$ cat src/rtl/vfu_pkg.sv
`timescale 1ns/1ps
package vfu_pkg;
    typedef enum logic [1:0] {
        ST_IDLE,
        ST_READ,
        ST_HOLD,
        ST_LOAD
    } vfu_state_e;
endpackage

$ cat src/rtl/vfu_arbiter.sv
`timescale 1ns/1ps
module vfu_arbiter #(
    parameter int NUM_IRQ = 4,
    parameter int IDX_W   = $clog2(NUM_IRQ + 1)
) (
    input  logic               rst_take,
    input  logic [NUM_IRQ-1:0] irq,
    output logic               grant,
    output logic [IDX_W-1:0]   idx
);
    always_comb begin
        grant = rst_take | (|irq);
        idx   = '0;
        if (!rst_take) begin
            for (int k = NUM_IRQ - 1; k >= 0; k--) begin
                if (irq[k]) begin
                    idx = IDX_W'(k + 1);
                end
            end
        end
    end
endmodule

$ cat src/rtl/vfu_delay.sv
`timescale 1ns/1ps
module vfu_delay #(
    parameter int FETCH_DELAY = 3,
    parameter int CW          = $clog2(FETCH_DELAY)
) (
    input  logic clk,
    input  logic rst_n,
    input  logic start,
    output logic done
);
    logic [CW-1:0] cnt_q;

    always_ff @(posedge clk or negedge rst_n) begin
        if (!rst_n) begin
            cnt_q <= '0;
        end else if (start) begin
            cnt_q <= CW'(FETCH_DELAY - 1);
        end else if (cnt_q != '0) begin
            cnt_q <= cnt_q - CW'(1);
        end
    end

    assign done = (cnt_q == CW'(1));


    no_overlap_chk: assert property (@(posedge clk) disable iff (!rst_n)
        start |-> (cnt_q == '0));
endmodule

$ cat src/rtl/vfu_port_mux.sv
`timescale 1ns/1ps
module vfu_port_mux #(
    parameter int AW = 32,
    parameter int DW = 32
) (
    input  logic          clk,
    input  logic          rst_n,
    input  logic          active,
    input  logic          sel,
    input  logic [AW-1:0] addr,
    output logic          rom_req,
    output logic [AW-1:0] rom_addr,
    input  logic          rom_valid,
    input  logic [DW-1:0] rom_data,
    output logic          ext_req,
    output logic [AW-1:0] ext_addr,
    input  logic          ext_valid,
    input  logic [DW-1:0] ext_data,
    output logic          hit,
    output logic [DW-1:0] word
);
    always_comb begin
        rom_req  = active & sel;
        ext_req  = active & ~sel;
        rom_addr = addr;
        ext_addr = addr;
        hit      = sel ? (rom_req & rom_valid) : (ext_req & ext_valid);
        word     = sel ? rom_data : ext_data;
    end


    rom_hold_chk: assert property (@(posedge clk) disable iff (!rst_n)
        (rom_req && !rom_valid) |=> (rom_req && $stable(rom_addr)));

    ext_hold_chk: assert property (@(posedge clk) disable iff (!rst_n)
        (ext_req && !ext_valid) |=> (ext_req && $stable(ext_addr)));
endmodule

$ cat src/rtl/vec_fetch_unit.sv
`timescale 1ns/1ps
module vec_fetch_unit
    import vfu_pkg::*;
#(
    parameter int          NUM_IRQ     = 4,
    parameter int          AW          = 32,
    parameter int          DW          = 32,
    parameter int unsigned TABLE_BASE  = 0,
    parameter int          FETCH_DELAY = 3
) (
    input  logic               clk,
    input  logic               rst_n,
    input  logic               rst_req,
    input  logic [NUM_IRQ-1:0] irq,
    input  logic               boot_sel,
    output logic               rom_req,
    output logic [AW-1:0]      rom_addr,
    input  logic               rom_valid,
    input  logic [DW-1:0]      rom_data,
    output logic               ext_req,
    output logic [AW-1:0]      ext_addr,
    input  logic               ext_valid,
    input  logic [DW-1:0]      ext_data,
    output logic [DW-1:0]      pc_value,
    output logic               pc_load,
    output logic [NUM_IRQ-1:0] irq_ack
);
    localparam int IDX_W = $clog2(NUM_IRQ + 1);

    vfu_state_e       state_q, state_d;
    logic             sel_q;
    logic [IDX_W-1:0] idx_q;
    logic [DW-1:0]    word_q;
    logic [DW-1:0]    pc_q;
    logic             rst_pend_q;

    logic             rst_take, grant, hit, ripe;
    logic [IDX_W-1:0] idx_pick;
    logic [DW-1:0]    word_in;
    logic [AW-1:0]    vec_addr;

    assign rst_take = rst_pend_q | rst_req;
    assign vec_addr = AW'(TABLE_BASE) + AW'(idx_q);

    vfu_arbiter #(.NUM_IRQ(NUM_IRQ), .IDX_W(IDX_W)) u_arb (
        .rst_take (rst_take),
        .irq      (irq),
        .grant    (grant),
        .idx      (idx_pick)
    );

    vfu_port_mux #(.AW(AW), .DW(DW)) u_mux (
        .clk       (clk),
        .rst_n     (rst_n),
        .active    (state_q == ST_READ),
        .sel       (sel_q),
        .addr      (vec_addr),
        .rom_req   (rom_req),
        .rom_addr  (rom_addr),
        .rom_valid (rom_valid),
        .rom_data  (rom_data),
        .ext_req   (ext_req),
        .ext_addr  (ext_addr),
        .ext_valid (ext_valid),
        .ext_data  (ext_data),
        .hit       (hit),
        .word      (word_in)
    );

    vfu_delay #(.FETCH_DELAY(FETCH_DELAY)) u_dly (
        .clk   (clk),
        .rst_n (rst_n),
        .start ((state_q == ST_READ) && hit),
        .done  (ripe)
    );

    // next-state logic
    always_comb begin
        state_d = state_q;
        unique case (state_q)
            ST_IDLE: if (grant) state_d = ST_READ;
            ST_READ: if (hit)   state_d = ST_HOLD;
            ST_HOLD: if (ripe)  state_d = ST_LOAD;
            ST_LOAD:            state_d = ST_IDLE;
        endcase
    end

    // state register and datapath registers
    always_ff @(posedge clk or negedge rst_n) begin
        if (!rst_n) begin
            state_q    <= ST_IDLE;
            sel_q      <= 1'b0;
            idx_q      <= '0;
            word_q     <= '0;
            pc_q       <= '0;
            rst_pend_q <= 1'b1;
        end else begin
            state_q    <= state_d;
            rst_pend_q <= rst_take && (state_q != ST_IDLE);
            if (state_q == ST_IDLE && grant) begin
                sel_q <= boot_sel;
                idx_q <= idx_pick;
            end
            if (state_q == ST_READ && hit) begin
                word_q <= word_in;
            end
            if (state_q == ST_HOLD && ripe) begin
                pc_q <= word_q;
            end
        end
    end

    // outputs
    always_comb begin
        pc_value = pc_q;
        pc_load  = (state_q == ST_LOAD);
        for (int k = 0; k < NUM_IRQ; k++) begin
            irq_ack[k] = pc_load && (idx_q == IDX_W'(k + 1));
        end
    end


    load_pulse_chk: assert property (@(posedge clk) disable iff (!rst_n)
        pc_load |=> !pc_load);

    pc_steady_chk: assert property (@(posedge clk) disable iff (!rst_n)
        !$stable(pc_value) |-> pc_load);

    ack_onehot_chk: assert property (@(posedge clk) disable iff (!rst_n)
        $onehot0(irq_ack));

    ack_in_load_chk: assert property (@(posedge clk) disable iff (!rst_n)
        (|irq_ack) |-> pc_load);

    rst_keep_chk: assert property (@(posedge clk) disable iff (!rst_n)
        (rst_req && state_q != ST_IDLE) |=> rst_pend_q);

    rst_first_chk: assert property (@(posedge clk) disable iff (!rst_n)
        (state_q == ST_IDLE && rst_take) |=> (idx_q == '0));
endmodule

$ cat config.mk
export PLATFORM = sky130hd
export DESIGN_NAME = vec_fetch_unit
export DESIGN_NICKNAME = d
export VERILOG_FILES = /design/src/rtl/vfu_pkg.sv /design/src/rtl/vfu_arbiter.sv /design/src/rtl/vfu_delay.sv /design/src/rtl/vfu_port_mux.sv /design/src/rtl/vec_fetch_unit.sv
export SDC_FILE = /design/constraint.sdc
export NUM_CORES = 1
export LEC_CHECK = 0
export BUFFER_PORTS_ARGS = -buffer_cell sky130_fd_sc_hd__buf_2
export CAP_MARGIN = 25
export CORE_ASPECT_RATIO = 0.8
export CORE_MARGIN = 10
export CORE_UTILIZATION = 50
export DETAILED_ROUTE_END_ITERATION = 7
export PLACE_DENSITY = 0.9
export SLEW_MARGIN = 15
export SYNTH_ARGS = -nofsm -noshare
export SYNTH_HDL_FRONTEND = slang
export SYNTH_SLANG_ARGS = --single-unit
$ cat constraint.sdc
create_clock -name clk -period 3.6 [get_ports clk]
set_clock_uncertainty 0.15 [all_clocks]
set_input_delay 0.36 -clock clk [delete_from_list [all_inputs] [get_ports clk]]
set_output_delay 0.36 -clock clk [all_outputs]
set_load 0.03 [all_outputs]
=== Yosys cells after proc, flatten, opt, wreduce, memory -nomap -nowiden ===
Index checks and enable logic that the tools add are counted.

* Output and inout bits: 103
* Word-level logic and storage cells: 53
* Register bits: 73
* Bits of input ports: 74

* Reductions and logical operators: 14
* Bitwise operators: 7
* Add/sub/neg operators: 1
* Eq/ne operators: 11
* Muxes and demuxes: 13

{| class="wikitable"
|+ Operators with widths
! cell !! count
|-
| $mux W32 || 1
|-
| $mux W3 || 5
|-
| $mux W2 || 5
|-
| $logic_and A1 B1 Y1 || 8
|-
| $pmux W2 S4 || 1
|-
| $eq A3 B2 Y1 const B || 2
|-
| $ne A2 B2 Y1 const B || 3
|-
| $reduce_bool A2 Y1 || 3
|-
| $and A1 B1 Y1 || 4
|-
| $eq A2 B1 Y1 const B || 2
|-
| $eq A2 B2 Y1 const B || 2
|-
| $reduce_or A4 Y1 || 1
|-
| $eq A3 B1 Y1 const B || 1
|-
| $eq A3 B3 Y1 const B || 1
|-
| $reduce_and A3 Y1 || 1
|-
| $logic_not A2 Y1 || 1
|-
| $or A1 B1 Y1 || 2
|-
| $sub A2 B1 Y2 const B || 1
|-
| $mux W1 || 1
|-
| $not A1 Y1 || 1
|}

=== Logic depth before layout (Yosys ltp) ===
* Word-level depth: 6
* Mapped depth: 7
* Depth with buffers taken out: 6

=== By module ===
Synthesis repeated with hierarchy kept, for this count alone.

* Cells, all modules: 293
* Area, all modules: 3952.5 um2

{| class="wikitable"
|+ By module, submodules not included
! module !! seq. area each (um2) !! cells an instance !! instances !! area an instance (um2)
|-
| vec_fetch_unit || 1778.0 || 170 || 1 || 2747.6
|-
| vfu_port_mux || 0.0 || 104 || 1 || 1041.0
|-
| vfu_delay || 50.0 || 11 || 1 || 115.1
|-
| vfu_arbiter || 0.0 || 8 || 1 || 48.8
|}

=== Worst setup path after synthesis ===
OpenSTA, ideal clock, no wires.

* Path type: reg2out
* Start: register state_q[1]
* End: output port irq_ack[0]
* Arrival time: 1813 ps
* Required time: 3090 ps
* Stages on the path, launching flop included: 3
* Path slack: 1277 ps
* Path through: dfrtp_1 > ha_1 > nor4b_1

* Cells in the longest elaborated chain, start to end: 2

{| class="wikitable"
|+ Ends and longest elaborated chain
! what !! RTL line !! text
|-
| start: declaration || vec_fetch_unit.sv:30 || <nowiki>vfu_state_e state_q, state_d;</nowiki>
|-
| start signal: assignment || vec_fetch_unit.sv:98 || <nowiki>state_q <= state_d;</nowiki>
|-
| $eq A2 B2 Y1 || vec_fetch_unit.sv:116 || <nowiki>pc_load = (state_q == ST_LOAD);</nowiki>
|-
| named net pc_load || vec_fetch_unit.sv:25 || <nowiki>output logic pc_load,</nowiki>
|-
| $logic_and A1 B1 Y1 || vec_fetch_unit.sv:118 || <nowiki>irq_ack[k] = pc_load && (idx_q == IDX_W'(k + 1));</nowiki>
|-
| end: declaration || vec_fetch_unit.sv:26 || <nowiki>output logic [NUM_IRQ-1:0] irq_ack</nowiki>
|}

The timed path passes the listed nets, and every way through them passes these cells.

=== Final worst setup path ===
* Start: register sel_q
* End: output port rom_req

* Cells in the longest elaborated chain, start to end: 1

{| class="wikitable"
|+ Ends and longest elaborated chain
! what !! RTL line !! text
|-
| start: declaration || vec_fetch_unit.sv:31 || <nowiki>logic sel_q;</nowiki>
|-
| start signal: assignment || vec_fetch_unit.sv:101 || <nowiki>sel_q <= boot_sel;</nowiki>
|-
| $and A1 B1 Y1 || vfu_port_mux.sv:23 || <nowiki>rom_req = active & sel;</nowiki>
|-
| end: declaration || vec_fetch_unit.sv:16 || <nowiki>output logic rom_req,</nowiki>
|}

Every way passes these cells.

==> flow_metrics.py <==
metrics = {
    "status": {
        "outcome": "completed",
    },
    "sta": {
        "holdWs_ns": 0.0816,
        "slew_violations": 0,
        "worst_slew_margin_rel_pct": 39.2,
        "rsz0062_at_grt": "no",
        "post-route-min-period_ns": 2.12,
        "worst_slew_pin_slew_ns": 0.912,
        "fin_crit_sh_pct": 58.8,
        "fmax_mhz": 473,
        "tns_ns": 0,
        "final_hold_viol_count": 0,
        "setup_viol": 0,
    },
    "cts": {
        "cts.repair.resized": 0,
        "cts_tree": "built",
        "worstSkewPairLatency_ns": 0.34,
        "cts_max_path_buffers": 2,
        "cts_root_buffer": "clkbuf_8",
        "cts.sinks": 73,
        "cts_setup_buffers": 0,
        "clkTransAtPathRegs_ns": 0.07,
        "cts_buffers": 9,
        "hold_buffers": 0,
        "htree_levels": 3,
    },
    "finish": {
        "final_nets": 522,
        "fillers": 610,
        "n_antenna_cell": 0,
        "layout-drive-gt1-share_pct": 38.8,
        "utilization_pct": 61.6,
        "area_growth_pct": 17.1,
    },
    "worst_setup_path": {
        "critPathCaptureType": "primary output",
        "crit_fanout": 35,
        "crit_required_ns": 3.09,
        "critPathKind": "flop to primary output",
        "crit_arrival_ns": 1.61,
        "startpoint_type": "flop",
        "r2r_cells": 5,
    },
    "job": {
        "drv_cap": 0,
    },
    "global_routing": {
        "antenna_found_initial": 0,
        "grt_max_degree": 74,
        "grt.total_usage_pct": 14.6,
        "overflow": 0,
        "grt_pass1_vias": 2821,
        "grt_pass1_wl_mm": 13.4,
    },
    "power_and_ir_drop": {
        "power.density_mw_per_mm2": 909,
        "ir_drop_uv": 415,
        "leakagePower_nw": 2.38,
    },
    "synth": {
        "synth-seq-area-share_pct": 49.5,
        "ys_types": 25,
        "yosysTopAreaCell": "dfrtp_1",
        "yosysWarningCount": 0,
        "synthCells": 328,
        "synth.top_cells.by_area": "dfrtp_1, buf_4, mux2_2",
        "synth_top_area_share_pct": 48.8,
        "netlist_area_mm2": 0.00369,
        "syn_area_per_cell_um2": 11.3,
        "synth-seq-cells": 73,
    },
    "routing": {
        "avgViaCountPerCell": 4.65,
        "drtAntennaViolNets": 0,
        "wl_mm": 8.34,
        "top_layer": "met4",
        "vias": 2480,
        "wl_met3_um": 751,
        "remaining_drc_errors": 0,
        "post_drt_wl_per_cell_um": 15.6,
        "drt_iter0_markers": 106,
        "wl_met2_mm": 4.07,
        "wl_met1_mm": 3.32,
        "first_pass_iters": 4,
    },
    "hold_path": {
        "min_path_type": "input port to asynchronous set/reset pin",
    },
    "die": {
        "io-pin-count": 177,
        "start_util_pct": 52.6,
        "fp.dieH_um": 96.9,
        "die_area_mm2": 0.0112,
        "rows": 27,
        "die_width_um": 116,
        "coreArea_mm2": 0.00703,
    },
    "placed_design": {
        "hpwlAfterDp_mm": 6.28,
        "place_congestion": 0.847,
        "portBuffers": 118,
    },
}
path summary, 6_finish.rpt:
| check | from | to | slack, ns |
|---|---|---|---|
| worst min-delay path | rst_n | pc_value[30] | 0.08 |
| max in group asynchronous | rst_n | sel_q | 2.60 |
| worst min register to register | word_q[15] | word_q[15] | 0.32 |
| worst max-delay path | sel_q | rom_req | 1.48 |
| worst max register to register | state_q[0] | pc_value[23] | 1.77 |
| min in group clk | boot_sel | sel_q | 0.11 |
metal layers:
layer	vias to the layer above	global-route usage, %
met5	-	0
met1	1151	15.8
met4	0	5.53
li1	1211	-
met3	17	5.91
met2	101	24.6
flip-flops by register name, summed over array words and instances (netlist names):
| signal | cells |
|---|---|
| state_q | 2 |
| word_q | 32 |
| u_dly.cnt_q | 2 |
| pc_value | 32 |
| rst_pend_q | 1 |
| idx_q | 3 |
| sel_q | 1 |
cell usage after synthesis:
cell      count
mux2_2       35
nor4b_1       3
a22oi_1       1
buf_4        61
a21oi_1       2
dfstp_2       1
ha_1          6
nand2b_1      1
dfrtp_1      72
nor3_1        3
conb_1        1
nand2b_4      1
nor2b_1       2
o21ai_1       6
xnor2_1       1
mux2i_1      34
clkbuf_1      2
and2_1        2
buf_2         6
o21ai_0      30
nand3_1       2
inv_1         6
buf_6         6
nor2_1        4
nand2_1      40
layout by cell type (no fill, tap or decap):
| cell | n |
|---|---|
| a21oi_1 | 2 |
| a22oi_1 | 1 |
| and2_1 | 2 |
| buf_2 | 118 |
| buf_4 | 3 |
| bufinv_16 | 4 |
| clkbuf_1 | 1 |
| clkbuf_8 | 9 |
| clkinv_4 | 1 |
| conb_1 | 58 |
| dfrtp_1 | 71 |
| dfrtp_2 | 1 |
| dfstp_2 | 1 |
| ha_1 | 6 |
| inv_1 | 6 |
| mux2_2 | 35 |
| mux2i_1 | 34 |
| nand2_1 | 40 |
| nand2b_1 | 1 |
| nand2b_4 | 1 |
| nand3_1 | 2 |
| nor2_1 | 4 |
| nor2b_1 | 2 |
| nor3_1 | 3 |
| nor4b_1 | 3 |
| o21ai_0 | 30 |
| o21ai_1 | 6 |
| xnor2_1 | 1 |
cell type report:
class	instances	area, µm²	area share, %
clock buffer	10	128	2.95
clock inverter	5	129	2.98
inverter	6	22.5	0.521
multi-input combinational	231	1500	34.6
timing repair buffer	121	613	14.2
tap	87	109	2.52
sequential	73	1830	42.3
per-stage QoR:
| stage | setup WS [ns] | cells | total power [mW] | cell area, µm² |
|---|---|---|---|---|
| CTS | 1.44 | 533 | 3.98 | 4330 |
| finish | 1.48 | 533 | 3.93 | 4330 |
| floorplan | 1.28 | 385 | 2.78 | 3910 |
| global placement | 1.85 | 518 | 3.05 | 4070 |
| detailed placement | 1.77 | 518 | 3.15 | 4070 |
| global route | 1.40 | 533 | 4.20 | 4330 |
cells by family (layout without fill, tap and decap cells):
logic type,count (synthesis),count (layout),synth area share [%]
AO/OA/AOI/OAI,39,39,5.35
XOR/XNOR,1,1,0.237
adder cells (fa/ha/maj),6,6,2.03
buffers and inverters,81,142,15.8
flip-flops,73,73,49.5
multiplexers,69,69,19.9
other,1,58,0.101
AND/OR/NAND/NOR,58,58,7.08
critical path, cell delays in order, from the launching register on:
cell	delay [ns]
dfrtp_2	0.37
buf_4	0.50
and2_1	0.20
buf_2	0.19
power breakdown:
group	internal (mW)	switching, mW
Combinational	0.631	1.09
Sequential	1.20	0.192
Clock	0.528	0.294
Total	2.36	1.57
No activity file was read; power rests on OpenSTA's default activity.
